$ cat config.mk
export PLATFORM = sky130hd
export DESIGN_NAME = dac_spi_regif
export DESIGN_NICKNAME = d
export VERILOG_FILES = /design/src/rtl/dac_spi_pkg.sv /design/src/rtl/dsc_sync_edge.sv /design/src/rtl/dsc_frame_rx.sv /design/src/rtl/dsc_reg_bank.sv /design/src/rtl/dsc_sdo_tx.sv /design/src/rtl/dac_spi_regif.sv
export SDC_FILE = /design/constraint.sdc
export NUM_CORES = 1
export LEC_CHECK = 0
export BUFFER_PORTS_ARGS = -buffer_cell sky130_fd_sc_hd__buf_2
export CAP_MARGIN = 25
export CORE_MARGIN = 1
export CORE_UTILIZATION = 38
export CTS_CLUSTER_SIZE = 14
export DETAILED_ROUTE_END_ITERATION = 10
export PLACE_DENSITY = 0.54
export SLEW_MARGIN = 10
export SYNTH_ARGS = -nofsm -noshare
export SYNTH_HDL_FRONTEND = slang
export SYNTH_SLANG_ARGS = --single-unit
$ cat constraint.sdc
create_clock -name clk -period 2.05 [get_ports clk]
set_input_delay 0.41 -clock clk [delete_from_list [all_inputs] [get_ports clk]]
set_output_delay 0.41 -clock clk [all_outputs]
set_load 0.02 [all_outputs]
$ cat src/rtl/dac_spi_pkg.sv
package dac_spi_pkg;

  localparam int FRAME_W = 24;
  localparam int DATA_W  = 20;
  localparam int ADDR_W  = 3;

  localparam logic [ADDR_W-1:0] ADR_NOP   = 3'b000;
  localparam logic [ADDR_W-1:0] ADR_CODE  = 3'b001;
  localparam logic [ADDR_W-1:0] ADR_CFG   = 3'b010;
  localparam logic [ADDR_W-1:0] ADR_CLEAR = 3'b011;
  localparam logic [ADDR_W-1:0] ADR_CMD   = 3'b100;

  typedef struct packed {
    logic              rd;
    logic [ADDR_W-1:0] addr;
    logic [DATA_W-1:0] data;
  } frame_t;

  // field order matches data bits 5 down to 1
  typedef struct packed {
    logic sdo_off;
    logic offset_bin;
    logic dac_hiz;
    logic clamp_gnd;
    logic amp_off;
  } cfg_t;

  localparam cfg_t CFG_RESET = '{sdo_off: 1'b0, offset_bin: 1'b0, dac_hiz: 1'b1,
                                 clamp_gnd: 1'b1, amp_off: 1'b1};

endpackage

$ cat src/rtl/dsc_sync_edge.sv
module dsc_sync_edge #(
  parameter int          WIDTH   = 3,
  parameter int          STAGES  = 2,
  parameter logic [WIDTH-1:0] RST_VAL = '0
) (
  input  logic             clk,
  input  logic             rst_n,
  input  logic [WIDTH-1:0] async_in,
  output logic [WIDTH-1:0] level,
  output logic [WIDTH-1:0] rise,
  output logic [WIDTH-1:0] fall
);

  for (genvar b = 0; b < WIDTH; b++) begin : g_bit
    logic [STAGES-1:0] chain;
    logic              prev;

    always_ff @(posedge clk or negedge rst_n) begin
      if (!rst_n) begin
        chain <= {STAGES{RST_VAL[b]}};
        prev  <= RST_VAL[b];
      end else begin
        chain <= {chain[STAGES-2:0], async_in[b]};
        prev  <= chain[STAGES-1];
      end
    end

    assign level[b] = chain[STAGES-1];
    assign rise[b]  = chain[STAGES-1] & ~prev;
    assign fall[b]  = ~chain[STAGES-1] & prev;
  end

endmodule

$ cat src/rtl/dsc_frame_rx.sv
module dsc_frame_rx
  import dac_spi_pkg::*;
(
  input  logic   clk,
  input  logic   rst_n,
  input  logic   sync_low,
  input  logic   sync_rise,
  input  logic   sclk_fall,
  input  logic   sdin,
  output logic   frame_valid,
  output frame_t frame
);

  localparam int CNT_MAX = FRAME_W + 1;
  localparam int CNT_W   = $clog2(CNT_MAX + 1);

  logic [CNT_W-1:0]   bit_cnt;
  logic [FRAME_W-1:0] shreg;

  always_ff @(posedge clk or negedge rst_n) begin
    if (!rst_n) begin
      bit_cnt     <= '0;
      shreg       <= '0;
      frame_valid <= 1'b0;
    end else begin
      frame_valid <= 1'b0;
      if (sync_rise) begin
        frame_valid <= (bit_cnt == CNT_W'(FRAME_W));
      end
      if (!sync_low) begin
        bit_cnt <= '0;
      end else if (sclk_fall) begin
        shreg <= {shreg[FRAME_W-2:0], sdin};
        if (bit_cnt != CNT_W'(CNT_MAX)) bit_cnt <= bit_cnt + 1'b1;
      end
    end
  end

  assign frame = frame_t'(shreg);

  assert_single_valid_R2: assert property (@(posedge clk) disable iff (!rst_n)
    frame_valid |=> !frame_valid);

endmodule

$ cat src/rtl/dsc_reg_bank.sv
module dsc_reg_bank
  import dac_spi_pkg::*;
#(
  parameter int CODE_W = 18
) (
  input  logic               clk,
  input  logic               rst_n,
  input  logic               frame_valid,
  input  frame_t             frame,
  output logic [CODE_W-1:0]  code_q,
  output logic [CODE_W-1:0]  clear_q,
  output cfg_t               cfg_q,
  output logic               code_stb,
  output logic               cfg_stb,
  output logic               clear_stb,
  output logic [2:0]         cmd_pulse,
  output logic               rb_valid,
  output logic [FRAME_W-1:0] rb_word
);

  localparam int PAD_W = DATA_W - CODE_W;

  logic [DATA_W-1:0] code_field;
  logic [DATA_W-1:0] clear_field;
  logic [DATA_W-1:0] cfg_field;
  logic [DATA_W-1:0] sel_field;
  logic              readable;

  if (PAD_W == 0) begin : g_full
    assign code_field  = code_q;
    assign clear_field = clear_q;
  end else begin : g_narrow
    assign code_field  = {code_q,  {PAD_W{1'b0}}};
    assign clear_field = {clear_q, {PAD_W{1'b0}}};
  end

  assign cfg_field = {{(DATA_W-6){1'b0}}, cfg_q, 1'b0};

  always_comb begin
    readable  = 1'b1;
    sel_field = '0;
    unique case (frame.addr)
      ADR_CODE:  sel_field = code_field;
      ADR_CFG:   sel_field = cfg_field;
      ADR_CLEAR: sel_field = clear_field;
      default:   readable  = 1'b0;
    endcase
  end

  always_ff @(posedge clk or negedge rst_n) begin
    if (!rst_n) begin
      code_q    <= '0;
      clear_q   <= '0;
      cfg_q     <= CFG_RESET;
      code_stb  <= 1'b0;
      cfg_stb   <= 1'b0;
      clear_stb <= 1'b0;
      cmd_pulse <= '0;
      rb_valid  <= 1'b0;
      rb_word   <= '0;
    end else begin
      code_stb  <= 1'b0;
      cfg_stb   <= 1'b0;
      clear_stb <= 1'b0;
      cmd_pulse <= '0;
      rb_valid  <= 1'b0;
      if (frame_valid) begin
        if (frame.rd) begin
          rb_valid <= readable;
          rb_word  <= {1'b1, frame.addr, sel_field};
        end else begin
          unique case (frame.addr)
            ADR_CODE: begin
              code_q   <= frame.data[DATA_W-1 -: CODE_W];
              code_stb <= 1'b1;
            end
            ADR_CFG: begin
              cfg_q   <= cfg_t'(frame.data[5:1]);
              cfg_stb <= 1'b1;
            end
            ADR_CLEAR: begin
              clear_q   <= frame.data[DATA_W-1 -: CODE_W];
              clear_stb <= 1'b1;
            end
            ADR_CMD: begin
              cmd_pulse <= frame.data[2:0];
              if (frame.data[2]) begin
                code_q  <= '0;
                clear_q <= '0;
                cfg_q   <= CFG_RESET;
              end
            end
            default: ;
          endcase
        end
      end
    end
  end

  assert_strobe_onehot_R3: assert property (@(posedge clk) disable iff (!rst_n)
    $onehot0({code_stb, cfg_stb, clear_stb}));

  assert_code_change_R3: assert property (@(posedge clk) disable iff (!rst_n)
    (code_q != $past(code_q)) |-> (code_stb || cmd_pulse[2]));

  assert_cmd_single_R6: assert property (@(posedge clk) disable iff (!rst_n)
    (|cmd_pulse) |=> !(|cmd_pulse));

  assert_nop_quiet_R7: assert property (@(posedge clk) disable iff (!rst_n)
    (frame_valid && frame.addr == ADR_NOP) |=>
      !(code_stb || cfg_stb || clear_stb || (|cmd_pulse) || rb_valid));

endmodule

$ cat src/rtl/dsc_sdo_tx.sv
module dsc_sdo_tx
  import dac_spi_pkg::*;
(
  input  logic               clk,
  input  logic               rst_n,
  input  logic               sync_low,
  input  logic               sync_fall,
  input  logic               sclk_rise,
  input  logic               rb_valid,
  input  logic [FRAME_W-1:0] rb_word,
  input  logic               sdo_off,
  output logic               sdo,
  output logic               sdo_en
);

  logic [FRAME_W-1:0] pending;
  logic [FRAME_W-1:0] shreg;

  always_ff @(posedge clk or negedge rst_n) begin
    if (!rst_n) begin
      pending <= '0;
      shreg   <= '0;
      sdo     <= 1'b0;
    end else begin
      if (sync_fall) begin
        shreg   <= pending;
        pending <= '0;
      end else begin
        if (rb_valid) pending <= rb_word;
        if (sclk_rise && sync_low) begin
          sdo   <= shreg[FRAME_W-1];
          shreg <= {shreg[FRAME_W-2:0], 1'b0};
        end
      end
    end
  end

  assign sdo_en = sync_low & ~sdo_off;

  assert_sdo_on_rise_R8: assert property (@(posedge clk) disable iff (!rst_n)
    (sdo != $past(sdo)) |-> $past(sclk_rise));

endmodule

$ cat src/rtl/dac_spi_regif.sv
module dac_spi_regif
  import dac_spi_pkg::*;
#(
  parameter int CODE_W      = 18,
  parameter int SYNC_STAGES = 2
) (
  input  logic              clk,
  input  logic              rst_n,
  input  logic              spi_sclk,
  input  logic              spi_sync_n,
  input  logic              spi_sdin,
  output logic              spi_sdo,
  output logic              spi_sdo_en,
  output logic [CODE_W-1:0] dac_code,
  output logic [CODE_W-1:0] clear_code,
  output logic              cfg_sdo_off,
  output logic              cfg_offset_bin,
  output logic              cfg_dac_hiz,
  output logic              cfg_clamp_gnd,
  output logic              cfg_amp_off,
  output logic              code_wr_stb,
  output logic              cfg_wr_stb,
  output logic              clear_wr_stb,
  output logic              cmd_load_pulse,
  output logic              cmd_clear_pulse,
  output logic              cmd_reset_pulse
);

  localparam int PIN_SCLK = 0;
  localparam int PIN_SYNC = 1;
  localparam int PIN_SDIN = 2;

  logic [2:0]         pin_level, pin_rise, pin_fall;
  logic               frame_valid;
  frame_t             frame;
  cfg_t               cfg_q;
  logic [2:0]         cmd_pulse;
  logic               rb_valid;
  logic [FRAME_W-1:0] rb_word;
  logic               unused_edges;

  dsc_sync_edge #(
    .WIDTH   (3),
    .STAGES  (SYNC_STAGES),
    .RST_VAL (3'b010)
  ) i_sync (
    .clk      (clk),
    .rst_n    (rst_n),
    .async_in ({spi_sdin, spi_sync_n, spi_sclk}),
    .level    (pin_level),
    .rise     (pin_rise),
    .fall     (pin_fall)
  );

  assign unused_edges = ^{pin_level[PIN_SCLK], pin_rise[PIN_SDIN], pin_fall[PIN_SDIN]};

  dsc_frame_rx i_rx (
    .clk         (clk),
    .rst_n       (rst_n),
    .sync_low    (~pin_level[PIN_SYNC]),
    .sync_rise   (pin_rise[PIN_SYNC]),
    .sclk_fall   (pin_fall[PIN_SCLK]),
    .sdin        (pin_level[PIN_SDIN]),
    .frame_valid (frame_valid),
    .frame       (frame)
  );

  dsc_reg_bank #(.CODE_W(CODE_W)) i_regs (
    .clk         (clk),
    .rst_n       (rst_n),
    .frame_valid (frame_valid),
    .frame       (frame),
    .code_q      (dac_code),
    .clear_q     (clear_code),
    .cfg_q       (cfg_q),
    .code_stb    (code_wr_stb),
    .cfg_stb     (cfg_wr_stb),
    .clear_stb   (clear_wr_stb),
    .cmd_pulse   (cmd_pulse),
    .rb_valid    (rb_valid),
    .rb_word     (rb_word)
  );

  dsc_sdo_tx i_tx (
    .clk       (clk),
    .rst_n     (rst_n),
    .sync_low  (~pin_level[PIN_SYNC]),
    .sync_fall (pin_fall[PIN_SYNC]),
    .sclk_rise (pin_rise[PIN_SCLK]),
    .rb_valid  (rb_valid),
    .rb_word   (rb_word),
    .sdo_off   (cfg_q.sdo_off),
    .sdo       (spi_sdo),
    .sdo_en    (spi_sdo_en)
  );

  assign cfg_sdo_off     = cfg_q.sdo_off;
  assign cfg_offset_bin  = cfg_q.offset_bin;
  assign cfg_dac_hiz     = cfg_q.dac_hiz;
  assign cfg_clamp_gnd   = cfg_q.clamp_gnd;
  assign cfg_amp_off     = cfg_q.amp_off;
  assign cmd_load_pulse  = cmd_pulse[0];
  assign cmd_clear_pulse = cmd_pulse[1];
  assign cmd_reset_pulse = cmd_pulse[2];

  assert_sdo_quiet_R9: assert property (@(posedge clk) disable iff (!rst_n)
    cfg_sdo_off |-> !spi_sdo_en);

endmodule

==> impl_results.md, run 1 <==
- CTS Buffer Depth: 2
- Global-route usage over all layers: 16.6%
- Max Clock Freq: a little over 0.5 GHz
- Filler cells: 1510
- CP top delay family: simple AND/OR/NAND/NOR gates
- Die area: about 0.018 mm²
- Final core occ: 46.4%
- Worst-Skew Late Latency: 0.42 ns
- Post-synthesis register bit count: approximately 160
- Dpl ws: 0.0507 ns
- CTS Sinks: 156
- DRT iter0 DRCs: 185
- Synth Net Count: roughly 530
- DR vias/cell: 5.00
- Share of cells above drive strength 1: 30.0%
- NumNets Final: around 590
- Synth warn: 0
- Antenna violations before repair: 0
- Pre-antenna DRT Iters: 5
- Post-synthesis cell count: 517
- Peak VDD IR: slightly above 0.0005 V
- Startpoint types: register
- Total CTS buffers: 17
- Critical Path Fanout Max: 18
- Skew final: 0.0119 ns
- Netlist cell types: 46
- Cells along the critical path: or3b_2, and2_1, mux2_1
- Post-Syn Area: 0.00648 mm²
- Final wirelength: 13500 µm
- RD Place Congestion: around 0.77
- Synth top area cells: dfrtp_1 (58%), mux2_2 (11%), mux2i_1 (6.8%), o21ai_0 (3.0%), a22oi_1 (2.5%)
- # rows: 47
- Setup_tns: 0 ns
- Remaining Overflow, GRT: 0
- Final setup violation count: 0
- Antenna fix cells: 0
- Min-Delay Path Depth: 1
- Slowest stage delay, CP: just under 0.7 ns
- CTS clk-pin slew, worst paths: 0.06 ns
- Postcts setup bufs: 0
- Post-DR wirelength/cell: 16.7 µm
- Core Footprint: 0.0166 mm²
- RSZ-0062 raised after global routing: false
- Worst Hold Class: input pin to register
- Sequential area share after synthesis: 60.4%
- Global-route wire length before repair: 22500 µm
- R2R setup slack: 0.11 ns
- # Max-Cap Violations: 0
- Worst Min Path Start: spi_sync_n
- HPWL after detailed placement: 8920 µm
- Post-route ant nets: 0
- Endpoint, Worst Hold: i_sync.g_bit[1].chain[0]
- Largest net degree at the start of global routing: 57
- WP data arrival: around 2.2 ns
- Num ports: 54
- Worst path bufs/invs: 0
- EDFF count, synth: 0
- Pleak: 0.00360 µW
- Final slew viol count: 0
- Critical-path top delay cell: or3b_2
- # DRC: 0
- Prevailing post-synth register cell: dfrtp_1
- Syn avg cell area: 12.5 µm²
- Layout area overhead: 19.3%
- Die Span Y: roughly 130 µm
- Setup crit end kind: register
- Final Non-Filler Cells: 810
- Vias in the first global route: 4227
- Worst R2R Start: i_rx.frame[22]
- RR Endpoint: i_regs.code_q[9]
- Slack of the critical path: 0.106 ns
- Headroom to the max-slew limit: between 50% and 60%
- Worst Path Required: between 2 and 2.5 ns
- Power per cell area: 869 mW/mm²
- Critical path type: register to register
- Async SR Flop Fraction: 100%
- Placed cell count: 777
- Period utilisation layout: 94.8%
- Actual slew at the worst max-slew pin: roughly 0.62 ns
- Via count: 4053
- Root buf cell: clkbuf_16
- Hold Violations, Final: 0
- Status: completed
- Yosys top cell area share: between 50% and 60%
- CTS tree: yes
- Chip Width: 133 µm
- R2R cell count: 3
- Fin crit period: 1.94 ns
- Initial Util: 38.9%
- PortBufs: 53
- Cell taking the most area after synthesis: dfrtp_1
- H-tree Lvls: 4
routing by layer:
metal	global-route usage, %	share of wire (%)	up-vias
met1	22.1	48	2058
met4	6.90	1.6	0
met5	0	0	-
met2	26.0	48	55
li1	-	-	1925
met3	4.02	3.0	15
registers in the layout, summed over array words and instances (netlist names):
name,flops
i_regs.cmd_pulse,3
i_rx.frame_valid,1
i_regs.rb_word,23
i_tx.pending,23
i_regs.cfg_q,5
i_regs.code_stb,1
i_regs.clear_q,18
i_rx.frame,24
i_regs.clear_stb,1
i_tx.shreg,23
i_regs.cfg_stb,1
i_regs.code_q,18
i_sync.g_bit.prev,2
i_rx.bit_cnt,5
i_tx.sdo,1
i_sync.g_bit.chain,6
i_regs.rb_valid,1
stage by stage:
stage          hold slack (ns)  total power, µW  area [µm²]
2_1_floorplan            0.114             3440        6480
3_3_place_gp             0.325             3580        7110
3_5_place_dp             0.331             3600        7110
4_1_cts                 0.0668             6800        7730
5_1_grt                 0.0618             6990        7730
6_report                0.0855             6720        7730
layout by cell type (no fill, tap or decap), drive strengths merged, types with 2 or more instances in the layout:
| master | Yosys | routed |
|---|---|---|
| a211oi | 3 | 3 |
| a21oi | 4 | 4 |
| a22o | 4 | 4 |
| a22oi | 22 | 22 |
| and2 | 17 | 17 |
| and3 | 2 | 2 |
| buf | 15 | 69 |
| bufinv | 0 | 2 |
| clkbuf | 14 | 27 |
| clkinv | 0 | 2 |
| dfrtp | 150 | 150 |
| dfstp | 6 | 6 |
| ha | 3 | 3 |
| inv | 31 | 31 |
| mux2 | 64 | 64 |
| mux2i | 44 | 44 |
| nand2 | 19 | 19 |
| nand2b | 8 | 8 |
| nand3 | 2 | 2 |
| nand3b | 4 | 4 |
| nor2 | 32 | 32 |
| nor2b | 5 | 5 |
| nor3 | 4 | 4 |
| nor3b | 2 | 2 |
| o21ai | 42 | 42 |
| o2bb2ai | 4 | 4 |
| or3 | 3 | 3 |
power breakdown:
group | internal (µW) | switching, µW
Sequential | 3170 | 83.2
Combinational | 125 | 158
Clock | 2020 | 1170
Total | 5310 | 1410
cell families after synthesis:
group | Yosys count | share of synthesized area (%)
flip-flops | 156 | 60.4
multiplexers | 108 | 17.9
AND/OR/NAND/NOR | 103 | 8.42
AO/OA/AOI/OAI | 87 | 8.94
buffers and inverters | 60 | 3.75
adder cells (fa/ha/maj) | 3 | 0.580
area by class of cell:
class                      instances  area, µm²  share of cell area, %
clock inverter                     5       77.6                   1.00
clock buffer                      27        533                   6.90
timing repair buffer              70        477                   6.17
multi-input combinational        301       2340                   30.2
tap                              220        275                   3.56
sequential                       156       3910                   50.6
inverter                          31        116                   1.51
cells in the mapped netlist, types with 4 or more instances:
cell type and instances:
mux2_2 63, dfstp_2 6, mux2i_1 44, nor3_1 4
buf_1 5, and2_1 17, inv_1 31, buf_2 8
nor2b_1 5, o2bb2ai_1 4, dfrtp_1 150, nand2_1 19
o21ai_0 39, a22o_1 4, nand2b_1 8, a22oi_1 22
clkbuf_1 14, nor2_1 32
repair_timing:
action	CTS	global route
endpoints found under the setup margin	0	27
hold endpoints to repair	28	0
hold buffers	1	0
resized for setup	0	1
worst max-delay path by stage:
stage | to | depth (start not counted) | from | slack [ns]
floorplan | i_regs.code_q[10] | 5 | i_rx.frame[20] | 0.28
global placement | i_regs.code_q[9] | 3 | i_rx.frame[22] | 0.09
detailed placement | i_regs.code_q[9] | 3 | i_rx.frame[22] | 0.05
CTS | i_regs.code_q[9] | 3 | i_rx.frame[22] | 0.03
global route | i_regs.code_q[9] | 3 | i_rx.frame[22] | 0.01
finish | i_regs.code_q[9] | 3 | i_rx.frame[22] | 0.11
Power figures use the tool's default switching activity.
==> run 2: changes to the inputs <==
Settings changed: CORE_UTILIZATION 38 to 45, CTS_CLUSTER_DIAMETER from default to 50, PLACE_DENSITY 0.54 to 0.62, TNS_END_PERCENT from default to 50.
==> run 2 against run 1 <==
Effect of this change: combinational power barely moved; maximum frequency rose by 0.85%; non-clock buffer count up 3; worst hold slack better by 0.0084 ns; sequential share of layout area rose by 0.86 points; register-to-register slack better by 0.02 ns; global-route usage is 2.5 points higher; via count decreased by 0.54%.
==> impl_results.md, run 2 (same netlist as run 1, synthesis figures left out) <==
- Filler cells: 1157
- Remaining Overflow, GRT: 0
- Post-route ant nets: 0
- CTS Sinks: approximately 160
- NumNets Final: between 500 and 600
- Core Footprint: 0.0139 mm²
- Die area: 0.0149 mm²
- Share of cells above drive strength 1: 29.5%
- Headroom to the max-slew limit: about 64%
- Max Clock Freq: a little over 0.5 GHz
- HPWL after detailed placement: 8580 µm
- # Max-Cap Violations: 0
- Area of the multi-input gates: 0.00234 mm²
- Final slew viol count: 0
- Worst-Skew Late Latency: 0.42 ns
- # DRC: 0
- Total power: 6380 µW
- Max FFs per register: 24
- CTS Buffer Depth: 2
- Antenna violations before repair: 0
- Layout area overhead: 17.3%
- Slack of the critical path: 0.123 ns
- Power per cell area: 840 mW/mm²
- Antenna fix cells: 0
- Worst Hold Class: input pin to register
- DRT iter0 DRCs: 159
- Startpoint types: register
- Skew final: 0.00838 ns
- Final core occ: a little over half
- Final setup violation count: 0
- Pre-antenna DRT Iters: 4
- Total CTS buffers: 17
- Initial Util: 46.5%
- Final wirelength: between 10000 and 15000 µm
- RD Place Congestion: around 0.73
- Chip Width: 122 µm
- H-tree Lvls: 4
- Peak VDD IR: roughly 0.00052 V
- PortBufs: 53
- Period utilisation layout: 94.0%
- FF+latch area: 0.00391 mm²
- WP data arrival: between 2 and 2.5 ns
- Post-DR wirelength/cell: 16.6 µm
- Most frequent cells in the layout: dfrtp_1 (150), mux2_2 (63), buf_2 (52)
- CTS tree: yes
- CTS clk-pin slew, worst paths: 0.06 ns
- Setup_tns: 0 ns
- Actual slew at the worst max-slew pin: around 0.54 ns
- Hold Violations, Final: 0
- Critical path type: register to register
- Most common cell after layout, fill and taps aside: dfrtp_1
- Setup crit end kind: register
- Global-route wire length before repair: 21500 µm
- Via count: 4031
- Root buf cell: clkbuf_16
- Global-route usage over all layers: a little under a fifth
- Dpl ws: 0.103 ns
- # rows: 43
- DR vias/cell: ~5.2
- RSZ-0062 raised after global routing: false
- Num ports: 54
- Largest net degree at the start of global routing: 47
- Fin crit period: 1.93 ns
- Pleak: 0.00357 µW
- Worst Path Required: 2.35 ns
- Critical Path Fanout Max: 18
- Vias in the first global route: 4142
- Die Span Y: 122 µm
- Status: completed
[run 2: cell count changes in the layout (fill, tap and decap cells not counted), sizes merged]
cell      delta
clkbuf       +3
bufinv       -2
clkinvlp     -1
buf          +3
[run 2: critical path, cell delays in order (launching register included)]
cell and delay [ns]:
dfrtp_1 0.59, or3b_2 0.68, and2_1 0.24, mux2_1 0.29
[run 2: final timing paths]
path | cells after the start | slack, ns | to | from
min | 1 | 0.09 | i_sync.g_bit[1].chain[0] | spi_sync_n
min in group asynchronous | 2 | 0.46 | i_sync.g_bit[2].chain[1] | rst_n
max in group asynchronous | 3 | 0.95 | i_regs.cfg_q[1] | rst_n
max | 3 | 0.12 | i_regs.code_q[9] | i_rx.frame[22]
min reg2reg | 0 | 0.35 | i_sync.g_bit[0].chain[1] | i_sync.g_bit[0].chain[0]
max reg2reg | 3 | 0.12 | i_regs.code_q[9] | i_rx.frame[22]
[run 2: layout make-up]
class	count	area share (%)
Timing Repair Buffer	73	6.24
Tap cell	180	2.96
Inverter	31	1.53
Multi-Input combinational cell	301	30.8
Clock inverter	2	0.132
Sequential cell	156	51.5
Clock buffer	30	6.90
[run 2: what timing repair did]
action                                  CTS  global route
buffers inserted                          0             0
endpoints found under the setup margin    0             7
endpoints found under the hold margin    31             0
gates resized for setup                   0             1
hold buffers                              1             0
[run 2: metal layers]
layer	vias to the layer above	share of wire [%]	global-route usage (%)
met2	48	49	30.7
met4	0	1.5	7.41
li1	1933	-	-
met3	17	2.6	4.35
met1	2033	47	25.1
met5	-	0	0
[run 2: where the power goes]
| part | internal, µW | switching, µW |
|---|---|---|
| Sequential | 3170 | 90.6 |
| Clock | 1710 | 1130 |
| Combinational | 128 | 158 |
| Total | 5000 | 1380 |
[run 2: metrics by stage]
stage          hold WS, ns  cell area, µm²  instances
2_1_floorplan        0.114            6480        517
3_3_place_gp         0.329            7050        740
3_5_place_dp         0.336            7050        740
4_1_cts             0.0739            7600        773
5_1_grt             0.0768            7600        773
6_report            0.0939            7600        773
==> run 3: changes to the inputs <==
==> constraint.sdc (replaced) <==
create_clock -name clk -period 2.05 [get_ports clk]
set_input_delay 0.1025 -clock clk [delete_from_list [all_inputs] [get_ports clk]]
set_output_delay 0.1025 -clock clk [all_outputs]
set_load 0.02 [all_outputs]
==> run 3 against run 2 <==
Effect of this change: critical path depth did not move; worst hold slack improved by 0.12 ns; sequential power barely moved; critical path type unchanged; clock skew fell by 0.0022 ns; sequential share of layout area fell by 0.36 points; global-route usage rose by 0.10 points; largest power group unchanged; via count rose by 1.6%; die area did not move; combinational power barely moved; non-clock buffer count rose by 2.
==> impl_results.md, run 3 (same netlist as run 1, synthesis figures left out) <==
- # Max-Cap Violations: 0
- Met2 wire len: roughly 6200 µm
- Core Footprint: 0.0139 mm²
- Placed Area: 0.00703 mm²
- Worst setup path startpoint: i_rx.frame[22]
- Share of cells above drive strength 1: 29.7%
- Worst Hold Class: input pin to asynchronous set/reset pin
- PortBufs: 53
- Top sig layer: met4
- M1 wire length: 6060 µm
- Routed wl met3: between 300 and 400 µm
- Critical Path Fanout Max: 18
- Worst R2R Start: i_rx.frame[22]
- Filler cells: 1170
- Startpoint types: register
- Headroom to the max-slew limit: 61.6%
- Die Span Y: between 100 and 150 µm
- HPWL after detailed placement: 8560 µm
- Skew final: approximately 0.006 ns
- Fin crit period: 1.94 ns
- Initial Util: 46.5%
- Critical path type: register to register
- Final setup violation count: 0
- CTS tree: yes
- Status: completed
- Total CTS buffers: 17
- Final core occ: a little over half
- Die area: roughly 0.015 mm²
- Layout area overhead: 18.1%
- Actual slew at the worst max-slew pin: approximately 0.58 ns
- Total power: 6600 µW
- H-tree Lvls: 4
- Power per cell area: 863 mW/mm²
- Worst-Skew Late Latency: between 0.4 and 0.5 ns
- Antenna fix cells: 0
- RD Place Congestion: 0.754
- Via count: ~4100
- Antenna violations before repair: 0
- # DRC: 0
- DR vias/cell: between 5 and 6
- Pleak: 0.00359 µW
- Post-DR wirelength/cell: 16.6 µm
- Largest net degree at the start of global routing: 59
- Max Clock Freq: 0.516 GHz
- WP data arrival: between 2 and 2.5 ns
- # rows: 43
- Postcts setup bufs: 0
- Most common cell after layout, fill and taps aside: dfrtp_1
- RSZ-0062 raised after global routing: false
- Num ports: 54
- Chip Width: ~120 µm
- Setup_tns: 0 ns
- NumNets Final: a little under 600
- CTS Sinks: 156
- Max FFs per register: 24
- Vias in the first global route: 4218
- Pre-antenna DRT Iters: 7
- Root buf cell: clkbuf_16
- Period utilisation layout: 94.6%
- CTS Hold Bufs: 4
- Final wirelength: 12800 µm
- R2R cell count: 3
- Hold Violations, Final: 0
- Remaining Overflow, GRT: 0
- CTS clk-pin slew, worst paths: 0.06 ns
- Global-route usage over all layers: 19.2%
- Final slew viol count: 0
- DRT iter0 DRCs: 134
- CTS Buffer Depth: 2
- Final instance area: 0.00765 mm²
- Setup crit end kind: register
- Peak VDD IR: between 0.0006 and 0.0007 V
- Most frequent cells in the layout: dfrtp_1 (150), mux2_2 (63), buf_2 (52)
- Global-route wire length before repair: 21700 µm
- Post-CTS sizing: 0
- Post-route ant nets: 0
- Worst Path Required: 2.35 ns
==> run 3: changes by cell type in the layout (fill, tap and decap cells not counted), sizes merged <==
cell         before  now
bufinv            0    2
dlygate4sd3       1    4
clkbuf           30   24
clkinvlp          0    1
buf              72   71
clkinv            2    3
==> run 3: worst max-delay path: stages, from the launching register on <==
cell	delay, ns
dfrtp_1	0.58
or3b_1	0.66
and2_1	0.30
mux2_1	0.29
==> run 3: layer usage <==
metal	vias up	global-route usage (%)
li1	1932	-
met1	2090	25.4
met3	14	3.98
met5	-	0
met2	59	31.0
met4	0	7.41
==> run 3: worst paths after layout <==
| check | to | slack, ns |
|---|---|---|
| hold / removal | i_sync.g_bit[2].chain[0] | 0.22 |
| max in group asynchronous | i_regs.cfg_q[1] | 1.09 |
| setup / recovery | i_regs.code_q[9] | 0.11 |
| hold reg to reg | i_sync.g_bit[0].chain[1] | 0.35 |
| min in group clk | i_sync.g_bit[0].chain[0] | 0.33 |
| setup reg to reg | i_regs.code_q[9] | 0.11 |
==> run 3: metrics by stage <==
step	hold slack (ns)	instances	worst slack, ns
after floorplan	-0.193	517	0.277
after detailed placement	0.103	739	0.0965
final	0.219	773	0.110
after CTS	0.229	773	0.0953
after global routing	0.259	773	0.0385
after global placement	0.0978	739	0.108
==> run 3: cell type report <==
cell class | count | area [µm²] | area share, %
multi-input cells | 301 | 2340 | 30.5
flip-flops and latches | 156 | 3910 | 51.1
well taps | 180 | 225 | 2.94
clock inverters | 6 | 86.3 | 1.13
inverters | 31 | 116 | 1.52
clock buffers | 24 | 492 | 6.43
repair buffers | 75 | 484 | 6.33
==> run 3: power breakdown <==
| part | leakage [µW] | switching [µW] | internal [µW] |
|---|---|---|---|
| combinational | 0.00117 | 161 | 128 |
| clock | 0.000282 | 1150 | 1910 |
| sequential | 0.00213 | 90.0 | 3170 |
